**src/rtl/rpl_pkg.sv**
```systemverilog
// Package: shared defaults and a helper for the row logger.
// Assumes callers zero-extend group vectors to 32 bits.
package rpl_pkg;
    localparam int DEF_PIXELS = 48;
    localparam int DEF_GROUP  = 6;
    localparam int DEF_TC_W   = 8;
    localparam int DEF_DEPTH  = 19;

    // True when at least two bits of v are set.
    function automatic logic multi_hit(input logic [31:0] v);
        return |(v & (v - 32'd1));
    endfunction
endpackage

```
**src/rtl/rpl_mask_sr.sv**
```systemverilog
// Module: serial pixel mask shift register.
// Shifts mask_din in at bit 0 while load is high, so the first bit shifted
// ends at the top pixel after PIXELS shifts. Holds otherwise.
module rpl_mask_sr #(
    parameter int PIXELS = 48
) (
    input  logic              clk,
    input  logic              rst_n,
    input  logic              load,
    input  logic              din,
    output logic [PIXELS-1:0] mask
);
    logic [PIXELS-1:0] mask_q;

    // Shift in one bit per clock while loading, clear on reset.
    always_ff @(posedge clk) begin
        if (!rst_n)    mask_q <= '0;
        else if (load) mask_q <= {mask_q[PIXELS-2:0], din};
    end

    assign mask = mask_q;


    mask_hold_chk: assert property (@(posedge clk) disable iff (!rst_n)
        !load |=> $stable(mask_q));
endmodule

```
**src/rtl/rpl_group_scan.sv**
```systemverilog
// Module: captures a masked sample and emits qualifying groups.
// On start it latches the masked flags, the time code and the set of groups
// holding two or more hits. It then emits one write per clock, lowest group
// first. Assumes strobes are at least GROUPS+1 cycles apart; a new strobe
// replaces any unfinished scan.
module rpl_group_scan #(
    parameter int PIXELS = 48,
    parameter int GROUP  = 6,
    parameter int TC_W   = 8,
    localparam int GROUPS = PIXELS / GROUP,
    localparam int ID_W   = (GROUPS > 1) ? $clog2(GROUPS) : 1
) (
    input  logic              clk,
    input  logic              rst_n,
    input  logic              start,
    input  logic [PIXELS-1:0] flags,
    input  logic [PIXELS-1:0] mask,
    input  logic [TC_W-1:0]   tc_in,
    output logic              wr_en,
    output logic [ID_W-1:0]   wr_id,
    output logic [GROUP-1:0]  wr_pat,
    output logic [TC_W-1:0]   wr_tc
);
    logic [PIXELS-1:0] masked;
    logic [GROUPS-1:0] qual;
    logic [PIXELS-1:0] pat_q;
    logic [GROUPS-1:0] pend_q;
    logic [TC_W-1:0]   tc_q;
    logic [ID_W-1:0]   sel;
    logic [GROUPS-1:0] sel_oh;

    assign masked = flags & ~mask;

    // One coincidence detector per group.
    for (genvar g = 0; g < GROUPS; g++) begin : g_qual
        assign qual[g] = rpl_pkg::multi_hit(32'(masked[g*GROUP +: GROUP]));
    end

    // Pick the lowest pending group.
    always_comb begin
        sel    = '0;
        sel_oh = '0;
        for (int i = GROUPS - 1; i >= 0; i--) begin
            if (pend_q[i]) begin
                sel    = ID_W'(i);
                sel_oh = GROUPS'(1) << i;
            end
        end
    end

    // Capture a sample on start, otherwise retire one pending group.
    always_ff @(posedge clk) begin
        if (!rst_n) begin
            pat_q  <= '0;
            pend_q <= '0;
            tc_q   <= '0;
        end else if (start) begin
            pat_q  <= masked;
            pend_q <= qual;
            tc_q   <= tc_in;
        end else begin
            pend_q <= pend_q & ~sel_oh;
        end
    end

    assign wr_en  = |pend_q;
    assign wr_id  = sel;
    assign wr_pat = pat_q[sel*GROUP +: GROUP];
    assign wr_tc  = tc_q;


    multi_hit_only_chk: assert property (@(posedge clk) disable iff (!rst_n)
        wr_en |-> $countones(wr_pat) >= 2);

    ascending_id_chk: assert property (@(posedge clk) disable iff (!rst_n)
        (wr_en && !start) |=> (!wr_en || wr_id > $past(wr_id)));
endmodule

```
**src/rtl/rpl_bank.sv**
```systemverilog
// Module: circular register bank with valid/ready read port.
// Holds DEPTH words. A write that finds the bank full is dropped and sets a
// sticky overflow flag; a drop in the same cycle as a clear wins.
module rpl_bank #(
    parameter int W     = 17,
    parameter int DEPTH = 19,
    localparam int PTR_W = (DEPTH > 1) ? $clog2(DEPTH) : 1,
    localparam int CNT_W = $clog2(DEPTH + 1)
) (
    input  logic         clk,
    input  logic         rst_n,
    input  logic         wr_en,
    input  logic [W-1:0] wr_data,
    input  logic         rd_ready,
    input  logic         ovf_clr,
    output logic         rd_valid,
    output logic [W-1:0] rd_data,
    output logic         overflow
);
    logic [W-1:0]     mem [DEPTH];
    logic [PTR_W-1:0] wp_q, rp_q;
    logic [CNT_W-1:0] cnt_q;
    logic             ovf_q;
    logic             full, wr_acc, rd_acc;

    assign full     = (cnt_q == CNT_W'(DEPTH));
    assign wr_acc   = wr_en && !full;
    assign rd_valid = (cnt_q != '0);
    assign rd_acc   = rd_valid && rd_ready;
    assign rd_data  = mem[rp_q];
    assign overflow = ovf_q;

    // Store an accepted word at the write pointer.
    always_ff @(posedge clk) begin
        if (wr_acc) mem[wp_q] <= wr_data;
    end

    // Advance pointers and occupancy.
    always_ff @(posedge clk) begin
        if (!rst_n) begin
            wp_q  <= '0;
            rp_q  <= '0;
            cnt_q <= '0;
        end else begin
            if (wr_acc) wp_q <= (wp_q == PTR_W'(DEPTH - 1)) ? '0 : wp_q + 1'b1;
            if (rd_acc) rp_q <= (rp_q == PTR_W'(DEPTH - 1)) ? '0 : rp_q + 1'b1;
            cnt_q <= cnt_q + CNT_W'(wr_acc) - CNT_W'(rd_acc);
        end
    end

    // Sticky drop flag.
    always_ff @(posedge clk) begin
        if (!rst_n)              ovf_q <= 1'b0;
        else if (wr_en && full)  ovf_q <= 1'b1;
        else if (ovf_clr)        ovf_q <= 1'b0;
    end


    occupancy_bound_chk: assert property (@(posedge clk) disable iff (!rst_n)
        cnt_q <= CNT_W'(DEPTH));

    overflow_sticky_chk: assert property (@(posedge clk) disable iff (!rst_n)
        (overflow && !ovf_clr) |=> overflow);

    read_hold_chk: assert property (@(posedge clk) disable iff (!rst_n)
        (rd_valid && !rd_ready) |=> (rd_valid && $stable(rd_data)));
endmodule

```
**src/rtl/row_pattern_logger.sv**
```systemverilog
// Module: top of the row hit sub-pattern logger.
// Joins the mask register, the group scanner and the register bank. Either
// strobe starts a sample. Words are {time code, group ID, pattern}.
module row_pattern_logger #(
    parameter int PIXELS = rpl_pkg::DEF_PIXELS,
    parameter int GROUP  = rpl_pkg::DEF_GROUP,
    parameter int TC_W   = rpl_pkg::DEF_TC_W,
    parameter int DEPTH  = rpl_pkg::DEF_DEPTH,
    localparam int GROUPS = PIXELS / GROUP,
    localparam int ID_W   = (GROUPS > 1) ? $clog2(GROUPS) : 1,
    localparam int WORD_W = TC_W + ID_W + GROUP
) (
    input  logic              clk,
    input  logic              rst_n,
    input  logic [PIXELS-1:0] hit_flags,
    input  logic [TC_W-1:0]   time_code,
    input  logic              sample_tick,
    input  logic              ext_trig,
    input  logic              mask_load,
    input  logic              mask_din,
    input  logic              ovf_clr,
    input  logic              rd_ready,
    output logic              rd_valid,
    output logic [WORD_W-1:0] rd_data,
    output logic              overflow
);
    logic [PIXELS-1:0] mask;
    logic              start;
    logic              wr_en;
    logic [ID_W-1:0]   wr_id;
    logic [GROUP-1:0]  wr_pat;
    logic [TC_W-1:0]   wr_tc;

    assign start = sample_tick | ext_trig;

    rpl_mask_sr #(.PIXELS(PIXELS)) u_mask (
        .clk(clk), .rst_n(rst_n), .load(mask_load), .din(mask_din), .mask(mask)
    );

    rpl_group_scan #(.PIXELS(PIXELS), .GROUP(GROUP), .TC_W(TC_W)) u_scan (
        .clk(clk), .rst_n(rst_n), .start(start), .flags(hit_flags),
        .mask(mask), .tc_in(time_code), .wr_en(wr_en), .wr_id(wr_id),
        .wr_pat(wr_pat), .wr_tc(wr_tc)
    );

    rpl_bank #(.W(WORD_W), .DEPTH(DEPTH)) u_bank (
        .clk(clk), .rst_n(rst_n), .wr_en(wr_en),
        .wr_data({wr_tc, wr_id, wr_pat}), .rd_ready(rd_ready),
        .ovf_clr(ovf_clr), .rd_valid(rd_valid), .rd_data(rd_data),
        .overflow(overflow)
    );


    reset_state_chk: assert property (@(posedge clk)
        !rst_n |=> (!rd_valid && !overflow));
endmodule

```
**config.mk**
```make
export PLATFORM = sky130hd
export DESIGN_NAME = row_pattern_logger
export DESIGN_NICKNAME = d
export VERILOG_FILES = /design/src/rtl/rpl_pkg.sv /design/src/rtl/rpl_mask_sr.sv /design/src/rtl/rpl_group_scan.sv /design/src/rtl/rpl_bank.sv /design/src/rtl/row_pattern_logger.sv
export SDC_FILE = /design/constraint.sdc
export NUM_CORES = 1
export LEC_CHECK = 0
export BUFFER_PORTS_ARGS = -buffer_cell sky130_fd_sc_hd__buf_2
export CAP_MARGIN = 20
export CORE_MARGIN = 4
export CORE_UTILIZATION = 65
export CTS_BUF_LIST = sky130_fd_sc_hd__clkbuf_8 sky130_fd_sc_hd__clkbuf_16
export DETAILED_ROUTE_END_ITERATION = 10
export PLACE_DENSITY = 0.84
export SYNTH_ARGS = -nofsm -noshare
export SYNTH_HDL_FRONTEND = slang
export SYNTH_HIERARCHICAL = 1
export SYNTH_SLANG_ARGS = --single-unit
export TNS_END_PERCENT = 1
```
**constraint.sdc**
```tcl
create_clock -name clk -period 7.9 [get_ports clk]
set_clock_uncertainty 0.05 [all_clocks]
set_input_delay 1.185 -clock clk [delete_from_list [all_inputs] [get_ports clk]]
set_output_delay 1.185 -clock clk [all_outputs]
set_load 0.005 [all_outputs]
```
Word-level counts from Yosys, hierarchy flattened --
Memories as Yosys holds them, arrays and structs flattened. A register that Yosys moved wholly into a read port is not among the register bits. Index checks and enable logic that the tools add are counted.
Word-level totals: flip-flop bits (word level) 128, latch bits 0, memory bits (writable) 323, memory bits (read-only) 0, input bits 64, output and inout bits 19, logic and storage cells 79, memories kept 1
Memories:
- u_bank.mem | depth 19, width 17, read ports 1, clocked after memory_dff 1, write ports 1, line rpl_bank.sv:20 | logic [W-1:0] mem [DEPTH];
Cells by class: add/subtract/negate cells 12, $mul 1, div/mod/pow operators 0, $lt $le $gt $ge 0, equality and inequality tests 3, shift operators 1, mux-type cells 25, bitwise gates (word level) 13, reductions and logical operators 15
Operator list (count):
- 6-bit by 32-bit bitwise AND with 32-bit output | 8
- 32-bit OR reduction | 8
- 8-bit two-way mux | 9
- 6-bit by 1-bit subtractor with 7-bit output (second input constant) | 8
- 48-bit bitwise AND | 1
- 48-bit inverter | 1
- 48-bit by 7-bit indexed part select with 6-bit output | 1
- 3-bit two-way mux | 8
- 5-bit two-way mux | 4
- 5-bit == test (second input constant) | 3
- 5-bit by 1-bit adder with 5-bit output (second input constant) | 2
- 8-bit bitwise AND | 1
- 8-bit inverter | 1
- 8-bit OR reduction | 1
- 5-bit by 1-bit adder with 5-bit output | 1
- 3-bit by 2-bit multiplier with 5-bit output (second input constant) | 1
- 5-bit nonzero test | 1
- 5-bit by 1-bit subtractor with 5-bit output | 1
- 1-bit two-way mux | 4
- 1-bit logical AND | 3
- 2-bit nonzero test | 1
- 1-bit zero test | 1
- 1-bit bitwise OR | 1

Longest topological paths before layout --
Gate-level depths: netlist of the first run.
depth after elaboration 11, mapped depth 15

Hierarchy --
Netlist of the first run, hierarchy kept.
By module, submodules not included:
- rpl_bank | times used 1, cells an instance 671, area each 13424.1 µm², seq. area each 10119.7 µm²
- rpl_group_scan | times used 1, cells an instance 402, area each 3534.6 µm², seq. area each 1281.2 µm²
- rpl_mask_sr | times used 1, cells an instance 155, area each 1844.3 µm², seq. area each 960.9 µm²
- row_pattern_logger | times used 1, cells an instance 1, area each 6.3 µm², seq. area each 0.0 µm²

Worst setup path before layout of the first run --
No wires, ideal clock.
path type reg2reg, from reg u_scan.pend_q[4], to reg u_bank.cnt_q[4], arrival time 2.817 ns, data required time 7.734 ns, setup slack 4.917 ns, stages on the path, launching flop included 15, buffers on the path 0, cells stage by stage dfxtp_1 > or4_4 > nor2_4 > nand2_1 > and2_1 > clkinv_1 > ha_1 > inv_1 > ha_1 > inv_1 > fa_1 > nand2b_1 > a21oi_1 > o21ai_0 > and3b_1
On the way: word-level cells in the longest chain between the ends 4
RTL lines:
- start: declaration | line rpl_group_scan.sv:27 | logic [GROUPS-1:0] pend_q;
- start signal: assignment | line rpl_group_scan.sv:59 | pend_q <= qual;
- start signal: assignment | line rpl_group_scan.sv:62 | pend_q <= pend_q & ~sel_oh;
- 8-bit OR reduction | line rpl_group_scan.sv:66 | assign wr_en = |pend_q;
- via wr_en | line row_pattern_logger.sv:29 | logic wr_en;
- 1-bit logical AND | line rpl_bank.sv:27 | assign wr_acc = wr_en && !full;
- 5-bit by 1-bit adder with 5-bit output | line rpl_bank.sv:47 | cnt_q <= cnt_q + CNT_W'(wr_acc) - CNT_W'(rd_acc);
- 5-bit by 1-bit subtractor with 5-bit output | line rpl_bank.sv:47
- end signal: assignment | line rpl_bank.sv:47
- end: declaration | line rpl_bank.sv:22 | logic [CNT_W-1:0] cnt_q;
The timed path passes the listed nets, and every way through them passes these cells. A chain may end at the register's enable or synchronous reset.

==> results of run 1 <==
cell type report:
type	instances	share of cell area, %
Timing Repair Buffer	116	3.55
Antenna cell	1	0.0118
Clock buffer	48	5.58
Sequential cell	456	58.6
Tap cell	384	2.27
Multi-Input combinational cell	690	28.5
Inverter	19	0.338
Clock inverter	34	1.21
cell usage after synthesis, types with 3 or more instances:
library cell    n
a211oi_1       19
a211oi_2        6
a21oi_1        20
a221oi_1        4
a22oi_1        17
a311oi_1        3
and2_1         22
and3_1         29
buf_1           6
buf_12          3
buf_2          16
buf_4           9
buf_6           4
clkbuf_1       26
dfxtp_1       133
edfxtp_1      323
ha_1           12
inv_1          17
maj3_1          8
maj3_2          3
mux2_2         17
mux2i_1       128
mux4_2         68
nand2_1        40
nand2b_1       13
nand3_1         7
nand4_1         5
nor2_1         65
nor2b_1        89
nor3_1          5
nor4_2          6
o21ai_0        38
o21ai_1         7
o22ai_1         4
or2_2          13
or3_1           3
xor2_1          7
registers in the layout, summed over array words and instances, names as in the netlist, 5 cells and up, named ones only:
name and flops:
u_bank/mem 323, u_bank/rp_q 5, u_mask/mask 48, u_bank/wp_q 5, u_scan/wr_tc 8, u_scan/pend_q 8, u_bank/cnt_q 5, u_scan/pat_q 48
cell usage in the layout (no fill, tap or decap), types with 3 or more instances in the layout:
cell type,instances
mux2i_1,128
edfxtp_1,323
o21ai_1,7
a211oi_2,6
mux4_2,68
and2_1,22
nor2_2,3
buf_2,82
maj3_1,8
nand2b_1,13
nand4_1,5
clkinv_2,8
dfxtp_1,130
nor3_1,5
a211oi_1,19
bufinv_16,3
nor2_1,62
maj3_2,3
nor2b_1,89
and3_1,29
mux2_2,17
clkbuf_16,46
a221oi_1,4
nand3_1,7
or3_1,3
nand2_1,40
clkinv_1,10
ha_1,12
inv_1,25
buf_8,7
a21oi_1,20
inv_6,3
a311oi_1,3
buf_4,25
xor2_1,7
or2_2,13
nor4_2,6
o22ai_1,4
o21ai_0,38
a22oi_1,17
logic make-up after synthesis:
| logic type | after synthesis | share of synthesized area, % |
|---|---|---|
| flip-flops | 456 | 65.7 |
| multiplexers | 213 | 16.0 |
| XOR/XNOR | 9 | 0.419 |
| buffers and inverters | 83 | 2.36 |
| AND/OR/NAND/NOR | 312 | 9.28 |
| adder cells (fa/ha/maj) | 24 | 1.51 |
| AO/OA/AOI/OAI | 132 | 4.74 |
worst max path at each step:
| stage | slack [ps] | end | cells past startpoint |
|---|---|---|---|
| floorplan | 4920 | u_bank/cnt_q[4] | 14 |
| global placement | 3860 | rd_data[6] | 6 |
| detailed placement | 3850 | rd_data[7] | 6 |
| CTS | 3230 | rd_data[5] | 6 |
| global route | 3070 | rd_data[5] | 6 |
| finish | 3200 | rd_data[5] | 6 |
power breakdown:
group	switching [mW]	internal (mW)	leakage [nW]
combinational	0.599	0.523	2.86
clock	0.890	1.18	0.735
sequential	0.0892	2.71	4.07
worst max-delay path, cell delays in order, from the launching register on:
cell,delay (ps)
dfxtp_2,900
buf_4,630
mux4_2,420
mux2_2,280
a22oi_1,210
o21ai_0,220
buf_2,220
per-layer routing:
metal	up-vias	routed length [µm]
li1	4866	-
met1	5469	16100
met2	551	21600
met3	106	3630
met4	2	1410
met5	-	8
stage by stage:
step / power (mW) / instance area, µm² / setup slack, ps / cells
global route: 6.23 / 21100 / 3070 / 1748
floorplan: 3.63 / 18800 / 4920 / 1229
CTS: 6.01 / 21000 / 3230 / 1740
finish: 6.00 / 21100 / 3200 / 1748
detailed placement: 3.95 / 19600 / 3850 / 1658
global placement: 3.90 / 19500 / 3860 / 1654
==> run summary, run 1 <==
TritonCTS built the clock tree. The initial DRC count was 1274. The path with the worst hold slack has its endpoint at u_scan/pat_q[2]. The count of filler cells inserted in the layout is 1711. The die area is 31700 µm², and the total overflow reported by the global router is 0.

The Yosys step of the flow raised 6 warnings. The distinct cell type count of the synthesized netlist is 62, and the setup violation total in the final timing report is 0. The run gives 3460 ps as the signal arrival time at the worst endpoint. Across the whole layout, storage elements account for 12400 µm².

Clock-pin slew was measured on the worst setup and hold paths at 60 ps. Along the worst path, the maximum fanout reaches 37. Across all layers, the routed design uses 11000 vias.

Global routing used 45.8% of the available met2 tracks. Clock tree synthesis inserted a total of 45 buffers. After detailed routing, the number of vias per cell comes to 6.29. The flip-flop cell with the highest count after synthesis is edfxtp_1. The run gives 28600 µm² as the core box area. The initial utilization of the core area, before any placement, comes to 65.7%. The analysis attributes to cell leakage a power of 7.66 nW.

The critical path is of the reg -> out type. The count of cells along the worst hold path was 2. The initial antenna violation count is 2, and the pin count of the biggest net entering global routing is 63.

Hold buffer count at cts: 0. Global routing consumed, over all layers together, 27.2% of the routing resources. The fraction of the core area covered by cells at the end of the flow came out at 73.8%. The wire-length estimate of the detail-placed layout is 24.4 mm.

Counting flops and latches in the post-synthesis netlist gives 456. For this run, asynchronously set or reset flops after synthesis account for 0%. The cell at the root of the clock tree is clkbuf_16. The H-tree depth came out at 2. The worst register-to-register path ends at u_bank/mem[6][10].

The worst hold path begins at u_scan/pat_q[2]. The number of gates resized after CTS was 0. The tool flagged a number of max-cap violations equal to 0.

Register-to-register path setup slack: 4200 ps. The hold violation total from the final report was 0. Dividing the detail-routed wire length by the instance count gives 24.4 µm. The tools report the aggregate negative setup slack as 0 ps. The area share of the leading cell type in the synthesized netlist was 51.6%. The area occupied by multi-input gates was 6010 µm²; the area growth from synthesis to layout was 12.3%. The run gives 6660 ps as the required arrival time at the worst endpoint. Averaged over all synthesized cells, the footprint is 15.3 µm².

The worst min-delay path category is reg -> reg. Dividing total power by cell area gives a power density of 284 nW/µm². The run gives 1405 as the net count reported at finish. For the pin with the worst max-slew slack, the measured transition is 1120 ps. The post-detailed-routing wire length is 42.7 mm. The number of primary I/O pins was 83. The first TritonRoute pass finished after 5 iterations. The number of buffers on the longest clock path was 3; the clock period minus final worst setup slack was 4700 ps.

STA classifies the critical path endpoint as a primary output. The vertical die dimension was 178 µm. The tools report the final weighted congestion in routability-driven placement as 0.817. The fraction of layout cells with a size suffix above 1 came out at 22.7%. The number of setup buffers added after CTS is 0. In this run, synthesis inferred 323 flip-flops with an integrated enable. Port buffering added 82 buffers. By area the synthesized netlist is led by edfxtp_1 (52%), dfxtp_1 (14%), mux4_2 (8.1%), mux2i_1 (6.8%), nor2b_1 (3.0%).

The number of clock sinks was 456; the net count of the mapped netlist was 1306. The die is 178 µm wide. Of the available clock period, the critical path in the final layout requires 59.5%. The row count was 62; the combined area of all synthesized cells was 18800 µm². For the later-pin clock latency in the skew report, the log shows 550 ps. The post-synthesis instance total was 1229; the remaining design rule violation count was 0. The tools report the reg-to-reg critical path startpoint as u_scan/pend_q[0].

Global routing consumed, on the met3 layer, 4.51% of the routing resources. Number of global-route vias before repair: 11100. After global routing, the most crowded layer is met2. Global routing used 36.4% of the available met1 tracks. For the total count of max-transition violations in the final report, the log shows 0. Setup repair after global routing left no endpoint under its margin. Across the VDD grid, the largest voltage drop is 0.181 mV. Final hold analysis gives a worst-case slack of 411 ps. Sequential elements use 65.7% of the synthesized area. The run gives 0 as the remaining antenna violation count after routing.

The run finished with clean final reports. The first global-routing pass estimated 64.8 mm of wire. The number of cells on the worst reg-to-reg path is 8. Summed over all instances, the cell type with the most area after synthesis is edfxtp_1. Measured against its own limit, the worst slew margin works out to 25.1%.

Kind of launch point of the worst setup path: a flip-flop. For this run, the top clock speed supported by timing is 213 MHz.
Power figures use the tool's default switching activity.
==> run 2, diff against run 1 <==
--- a/config.mk
+++ b/config.mk
@@ -8,10 +8,10 @@
 export BUFFER_PORTS_ARGS = -buffer_cell sky130_fd_sc_hd__buf_2
 export CAP_MARGIN = 20
 export CORE_MARGIN = 4
-export CORE_UTILIZATION = 65
+export CORE_UTILIZATION = 55
 export CTS_BUF_LIST = sky130_fd_sc_hd__clkbuf_8 sky130_fd_sc_hd__clkbuf_16
 export DETAILED_ROUTE_END_ITERATION = 10
-export PLACE_DENSITY = 0.84
+export PLACE_DENSITY = 0.75
 export SYNTH_ARGS = -nofsm -noshare
 export SYNTH_HDL_FRONTEND = slang
 export SYNTH_HIERARCHICAL = 1
==> constraint.sdc (replaced) <==
create_clock -name clk -period 4.3 [get_ports clk]
set_clock_uncertainty 0.05 [all_clocks]
set_input_delay 0.645 -clock clk [delete_from_list [all_inputs] [get_ports clk]]
set_output_delay 0.645 -clock clk [all_outputs]
set_load 0.005 [all_outputs]
==> run 2 against run 1 <==
  * Global-route usage is 5.5 points lower
  * Clock power is 90% higher
  * Power is 86% higher
  * Sequential power is 86% higher
  * Critical path depth is 1 lower
  * Cell area is 0.15% higher
  * Setup slack worse by 2600 ps
  * Sequential share of layout area is 0.086 points lower
  * First-iteration DRC count is 28% lower
  * Largest cell class unchanged
==> run summary, run 2 (synthesized netlist as in run 1, its figures left out) <==
The die extent in x was 193 µm (+8.3%); the cell count of the worst reg-to-reg path was 7 (-1). The fraction of layout cells with a size suffix above 1 is 22.1% (-0.68 points). The logs give 305 ps (-106 ps) for the worst slack on hold paths and 0.319 mV (+77%) for the maximum vdd ir drop. The pin count of the biggest net entering global routing was 60 (-4.8%).

The aggregate negative setup slack is 0 ps (unchanged), and the count of buffers from port buffering is 82 (unchanged). The worst slack at placement was 866 ps (-2980 ps). The global-route wire length before repair is 61.9 mm (-4.4%). The clock-pin slew on the worst setup and hold paths is 60 ps (about the same), and the overall routing resource usage is 21.7% (-5.5 points).

The setup violation total in the final timing report was 0 (unchanged). Final weighted congestion in routability-driven placement: 0.848 (+3.7%). The number of buffers on the longest clock path is 3 (unchanged), and the number of global-route vias before repair is 10900 (-1.8%). The run gives 0 (unchanged) as the hold violation total from the final report. The half-perimeter wire length after placement came out at 25.4 mm (+4.1%). The vertical die dimension is 193 µm (+8.3%). The run gives 0 (unchanged) as the remaining antenna violation count after routing. In this run the critical register-to-register path is captured at u_bank/mem[11][9]. Setup repair after global routing left no endpoint under its margin. The hold-critical path endpoint was u_scan/wr_tc[5].

For the signal arrival time at the worst endpoint, the log shows 3020 ps (-440 ps). The maximum single-stage delay on the critical path is 870 ps (-30 ps). Transition time of the tightest slew-check pin: 1110 ps (-16.1 ps). The tree is rooted in a clkbuf_16. The post-detailed-routing wire length was 40.0 mm (-6.2%).

The logs give 0 (unchanged) for the total overflow reported by the global router and 19600 µm² (+0.32%) for the post-placement cell area. The startpoint identified for the worst register-to-register timing path is u_scan/pend_q[1]. The tightest min-delay check is of the in -> reg type. The tools report the area taken by flip-flops and latches as 12400 µm² (unchanged).

The area occupied by multi-input gates was 6010 µm² (about the same); the total count of max-transition violations in the final report was 0 (unchanged). The slowest stage of the critical path belongs to the cell dfxtp_4. The initial antenna violation count was 1 (-1); the count of cells resized by post-cts repair was 0 (unchanged). The clock period minus final worst setup slack works out to 3710 ps.

The remaining design rule violation count came out at 0 (unchanged). The worst setup path is of the reg -> out kind. The H-tree depth was 2 (unchanged). The tools report the core box area as 33600 µm² (+17%).

The tools report the count of filler cells inserted in the layout as 2466 (+44%). The average via count per standard cell is 5.83 (-7.3%). The maximum fanout along the worst path works out to 44 (+19%).

The tools report the initial core utilization as 56.0% (-9.8 points). The average detailed-routed wire length per instance is 22.2 µm (-9.1%). The row count is 67 (+8.1%).

The capturing element type of the critical path was a primary output. The hold path startpoint was time_code[5]. Most common library cell in the layout ignoring fill and taps: edfxtp_1.

The logs give 0 (unchanged) for the total of max-cap violations and 0 (unchanged) for the total setup buffers inserted after CTS. TritonCTS built the clock tree. The count of buffer and inverter cells on the critical path works out to 1 (-1).

The signal on the critical path passes through mux4_2 > mux2_2 > a22oi_1 > o21ai_0 > buf_2. The run gives 1398 (-0.50%) as the net count reported at finish. The total clock buffers created by CTS is 46 (+2.2%), and the initial DRC count is 917 (-28%). The flip-flop count of the largest register after layout is 323 (unchanged), and the part of the cycle the worst path needs is 86.4%. The run gives 800 ps (-3400 ps) as the register-to-register path setup slack.

For the iteration count of the initial detailed-routing pass, the log shows 5 (unchanged). Via total after detailed routing: 10500 (-4.3%). The fraction of the core area covered by cells at the end of the flow is 62.9% (-11 points), and the number of primary I/O pins is 83 (unchanged). The die area came out at 37200 µm² (+17%). The hold buffer count at cts came out at 0 (unchanged). The later-pin clock latency in the skew report was 540 ps (about the same); the area growth from synthesis to layout was 12.5%.

Register containing the most flip-flops in the final layout: u_bank/mem. The number of antenna diodes came out at 0 (-1). Largest delay contributor family on the critical path: multiplexers. The number of clock sinks was 456 (unchanged). The flow ran to the end, and the final reports show no timing, DRC or antenna violations.

In the layout the commonest cells are edfxtp_1 (323), dfxtp_1 (130), mux2i_1 (128). The worst slew margin relative to its limit is 26.2% (+1.2 points). The maximum operating frequency is 269 MHz, and the static leakage is 7.65 nW (-0.23%). The cell area power density was 528 nW/µm² (+86%); the finished layout cell area was 21200 µm² (+0.15%). For the required arrival time at the worst endpoint, the log shows 3610 ps (-3050 ps). The worst setup path is launched from a flip-flop.

For the smallest setup slack after layout, the log shows 585 ps (-2620 ps). Count of cells along the worst hold path: 3 (+1).
## run 2: changes by cell type in the layout (fill, tap and decap cells not counted), moves of 2 or more
cell and delta:
clkinv_2 -2, clkinv_1 -2, nor2_2 -2, nor2_1 +2, buf_4 -3, buf_8 -5
inv_1 +3, bufinv_16 +3
## run 2: cell type report
class | instances | area share (%)
Inverter | 19 | 0.337
Tap cell | 448 | 2.65
Timing Repair Buffer | 108 | 3.05
Clock buffer | 48 | 5.57
Sequential cell | 456 | 58.5
Clock inverter | 34 | 1.51
Multi-Input combinational cell | 690 | 28.4
## run 2: how the worst max path moves through the flow
| stage | to | slack [ps] | cells after the start |
|---|---|---|---|
| 2_1_floorplan | u_bank/cnt_q[4] | 1320 | 14 |
| 3_3_place_gp | u_bank/mem[11][10] | 1130 | 7 |
| 3_5_place_dp | u_bank/mem[11][6] | 870 | 7 |
| 6_report | rd_data[1] | 590 | 5 |
| 4_1_cts | rd_data[1] | 540 | 5 |
| 5_1_grt | rd_data[5] | 380 | 5 |
## run 2: metrics by stage
stage               power (mW)  instances
floorplan                 6.66       1229
global placement          7.28       1719
detailed placement        7.33       1720
CTS                       11.2       1802
global route              11.6       1803
finish                    11.2       1803
## run 2: worst reg2reg max path, delay by kind of cell (launching register included)
| family | cells | cell delay (ps) |
|---|---|---|
| AND/OR/NAND/NOR | 6 | 2390 |
| flip-flops | 1 | 410 |
| buffers and inverters | 1 | 260 |
## run 2: report_power, final
part           switching (mW)  internal, mW  leakage, nW
Sequential              0.227          4.99         4.07
Clock                    1.60          2.34        0.775
Combinational            1.05         0.969         2.80
Total                    2.87          8.30         7.65
## run 2: metal layers
metal	global-route usage, %	share of wire, %	vias to the layer above
met3	3.35	6.3	73
met4	5.31	2.4	2
li1	-	-	4857
met5	0	0.030	-
met1	29.2	41	5223
met2	37.6	50	362
==> run 3, diff against run 2 <==
--- a/config.mk
+++ b/config.mk
@@ -5,13 +5,13 @@
 export SDC_FILE = /design/constraint.sdc
 export NUM_CORES = 1
 export LEC_CHECK = 0
-export BUFFER_PORTS_ARGS = -buffer_cell sky130_fd_sc_hd__buf_2
+export BUFFER_PORTS_ARGS = -buffer_cell sky130_fd_sc_hd__buf_4
 export CAP_MARGIN = 20
 export CORE_MARGIN = 4
-export CORE_UTILIZATION = 55
+export CORE_UTILIZATION = 61
 export CTS_BUF_LIST = sky130_fd_sc_hd__clkbuf_8 sky130_fd_sc_hd__clkbuf_16
 export DETAILED_ROUTE_END_ITERATION = 10
-export PLACE_DENSITY = 0.75
+export PLACE_DENSITY = 0.79
 export SYNTH_ARGS = -nofsm -noshare
 export SYNTH_HDL_FRONTEND = slang
 export SYNTH_HIERARCHICAL = 1
==> constraint.sdc (replaced) <==
create_clock -name clk -period 4.2 [get_ports clk]
set_clock_uncertainty 0.05 [all_clocks]
set_input_delay 0.63 -clock clk [delete_from_list [all_inputs] [get_ports clk]]
set_output_delay 0.63 -clock clk [all_outputs]
set_load 0.005 [all_outputs]
==> run 3 against run 2 <==
  * Sequential share of layout area fell by 0.56 points
  * Critical path type unchanged
  * First-iteration DRC count rose by 13%
  * Cell count shrank 2.5%
  * Largest cell class unchanged
  * Utilization up 7.1 points
==> run summary, run 3 (synthesized netlist as in run 1, its figures left out) <==
The remaining design rule violation count is 0 (unchanged), and the count of cells resized by post-cts repair is 0 (unchanged). The pin count of the biggest net entering global routing came out at 63 (+5.0%). The worst slack on hold paths was 283 ps (-22.2 ps); the fraction of layout cells with a size suffix above 1 was 23.1% (+0.99 points). The later-pin clock latency in the skew report was 550 ps (about the same). Register-to-register path setup slack: 910 ps (+110 ps). STA classifies the critical path startpoint as a flip-flop. The global-route wire length before repair is 62.2 mm (+0.40%). The final critical path takes up 86.2% of the cycle. The total setup buffers inserted after CTS is 0 (unchanged). The tools report the number of primary I/O pins as 83 (unchanged). The clock period could shrink to 3620 ps. The total of max-cap violations came out at 0 (unchanged).

TritonCTS built the clock tree. The tools report the total count of max-transition violations in the final report as 0 (unchanged). The tools report the number of buffers on the longest clock path as 3 (unchanged). The area occupied by multi-input gates was 6010 µm² (unchanged); the iteration count of the initial detailed-routing pass was 5 (unchanged). For the area taken by flip-flops and latches, the log shows 12400 µm² (unchanged). For the static leakage, the log shows 7.75 nW (+1.4%). Most common library cell in the layout ignoring fill and taps: edfxtp_1. The total chip power was 11.4 mW (+2.0%); the cell area power density was 533 nW/µm² (+1.0%). The logs give 0 (unchanged) for the hold violation total from the final report and 1403 (+0.36%) for the net count reported at finish. The die extent in x was 184 µm (-4.8%). The required arrival time at the worst endpoint is 3520 ps (-90 ps). The tree is rooted in a clkbuf_16. Half-perimeter wire length after placement: 24.9 mm (-2.2%). The logs give 0.802 (-5.4%) for the final weighted congestion in routability-driven placement and 456 (unchanged) for the number of clock sinks. By startpoint and endpoint, the worst setup path is classified as reg -> out. The number of antenna diodes is 0 (unchanged).

Timing would allow up to 276 MHz. Total overflow reported by the global router: 0 (unchanged). Vertical die dimension: 184 µm (-4.8%). The tools report the via total after detailed routing as 10600 (+0.59%). The number of global-route vias before repair is 10800 (-0.85%).

Signal arrival time at the worst endpoint: 2940 ps (-80 ps). The initial DRC count was 1037 (+13%); the worst slew margin relative to its limit was 28.8% (+2.6 points). Count of filler cells inserted in the layout: 1928 (-22%). The logs give 0 ps (unchanged) for the aggregate negative setup slack and 33700 µm² (-9.4%) for the die area. The endpoint of the most critical register-to-register path was u_bank/mem[7][0].

The run gives 0 (unchanged) as the setup violation total in the final timing report. The flow ran to the end, and the final reports show no timing, DRC or antenna violations. The remaining antenna violation count after routing was 0 (unchanged); the maximum vdd ir drop was 0.338 mV (+5.9%). Register containing the most flip-flops in the final layout: u_bank/mem. Core box area: 30500 µm² (-9.2%).

The run gives 0 (-1) as the initial antenna violation count. The worst setup path is captured at a primary output. The count of cells along the worst hold path is 3 (unchanged), and the flip-flop count of the largest register after layout is 323 (unchanged). The tools report the reg-to-reg critical path startpoint as u_scan/pend_q[1]. The total clock buffers created by CTS came out at 45 (-2.2%). The transition time of the tightest slew-check pin is 1070 ps (-39.0 ps). In the layout the commonest cells are edfxtp_1 (323), dfxtp_1 (130), mux2i_1 (128). The post-detailed-routing wire length was 40.2 mm (+0.44%); the average via count per standard cell was 6.02 (+3.2%). Cell count of the worst reg-to-reg path: 7 (unchanged).

The count of buffers from port buffering was 82 (unchanged). The maximum fanout along the worst path came out at 34 (-23%). H-tree depth: 2 (unchanged).

The tightest min-delay check is of the in -> reg type. The overall routing resource usage was 24.0% (+2.3 points); the row count was 64 (-4.5%). The average detailed-routed wire length per instance is 22.9 µm (+3.0%), and the area growth from synthesis to layout is 13.5%. Setup repair after global routing left no endpoint under its margin. The initial core utilization is 61.7% (+5.7 points). The clock-pin slew on the worst setup and hold paths came out at 60 ps (about the same). The run gives 0 (unchanged) as the hold buffer count at cts. The endpoint of the worst setup timing path was rd_data[11].
run 3: changes by cell type in the layout (fill, tap and decap cells not counted), sizes merged:
cell    before  now
clkinv      15   19
inv         31   26
bufinv       6    3
clkbuf      48   53
buf        108  114
run 3: stage by stage:
stage | instances | instance area (µm²) | setup slack, ps | utilization [%]
3_3_place_gp | 1672 | 19800 | 1030 | 64.9
5_1_grt | 1758 | 21400 | 378 | 70.0
6_report | 1758 | 21400 | 580 | 70.0
3_5_place_dp | 1674 | 19800 | 963 | 65.0
4_1_cts | 1757 | 21300 | 496 | 69.9
2_1_floorplan | 1229 | 18800 | 1220 | -
run 3: final cells by class:
| class | count | area share [%] |
|---|---|---|
| flip-flops and latches | 456 | 57.9 |
| multi-input cells | 690 | 28.1 |
| clock buffers | 53 | 5.89 |
| repair buffers | 114 | 4.31 |
| well taps | 396 | 2.32 |
| clock inverters | 30 | 1.09 |
| inverters | 19 | 0.334 |
run 3: worst min-delay path by stage:
| stage | slack, ps | to | startpoint |
|---|---|---|---|
| after floorplan | 390 | u_scan/pat_q[5] | u_scan/pat_q[5] |
| after global placement | 400 | u_scan/pat_q[2] | u_scan/pat_q[2] |
| after detailed placement | 410 | u_scan/pat_q[2] | u_scan/pat_q[2] |
| after CTS | 260 | u_scan/wr_tc[6] | time_code[6] |
| after global routing | 290 | u_scan/wr_tc[6] | time_code[6] |
| final | 280 | u_scan/wr_tc[0] | time_code[0] |
run 3: power breakdown:
group / leakage, nW / total [mW] / switching, mW / internal [mW]
logic: 2.91 / 2.14 / 1.07 / 1.07
registers: 4.07 / 5.28 / 0.177 / 5.11
clock network: 0.771 / 3.97 / 1.64 / 2.33
total: 7.75 / 11.4 / 2.89 / 8.50
run 3: routing by layer:
metal | wire length [µm] | track usage, %
met1 | 16100 | 32.3
met2 | 20300 | 40.9
met3 | 2800 | 3.78
met4 | 1020 | 7.12
met5 | 0 | 0
run 3: worst max-delay path: stages (launching register included):
cell and delay (ps):
dfxtp_4 500, buf_4 490, mux4_2 570, mux2_2 290, a22oi_1 260, o21ai_1 100
buf_4 170
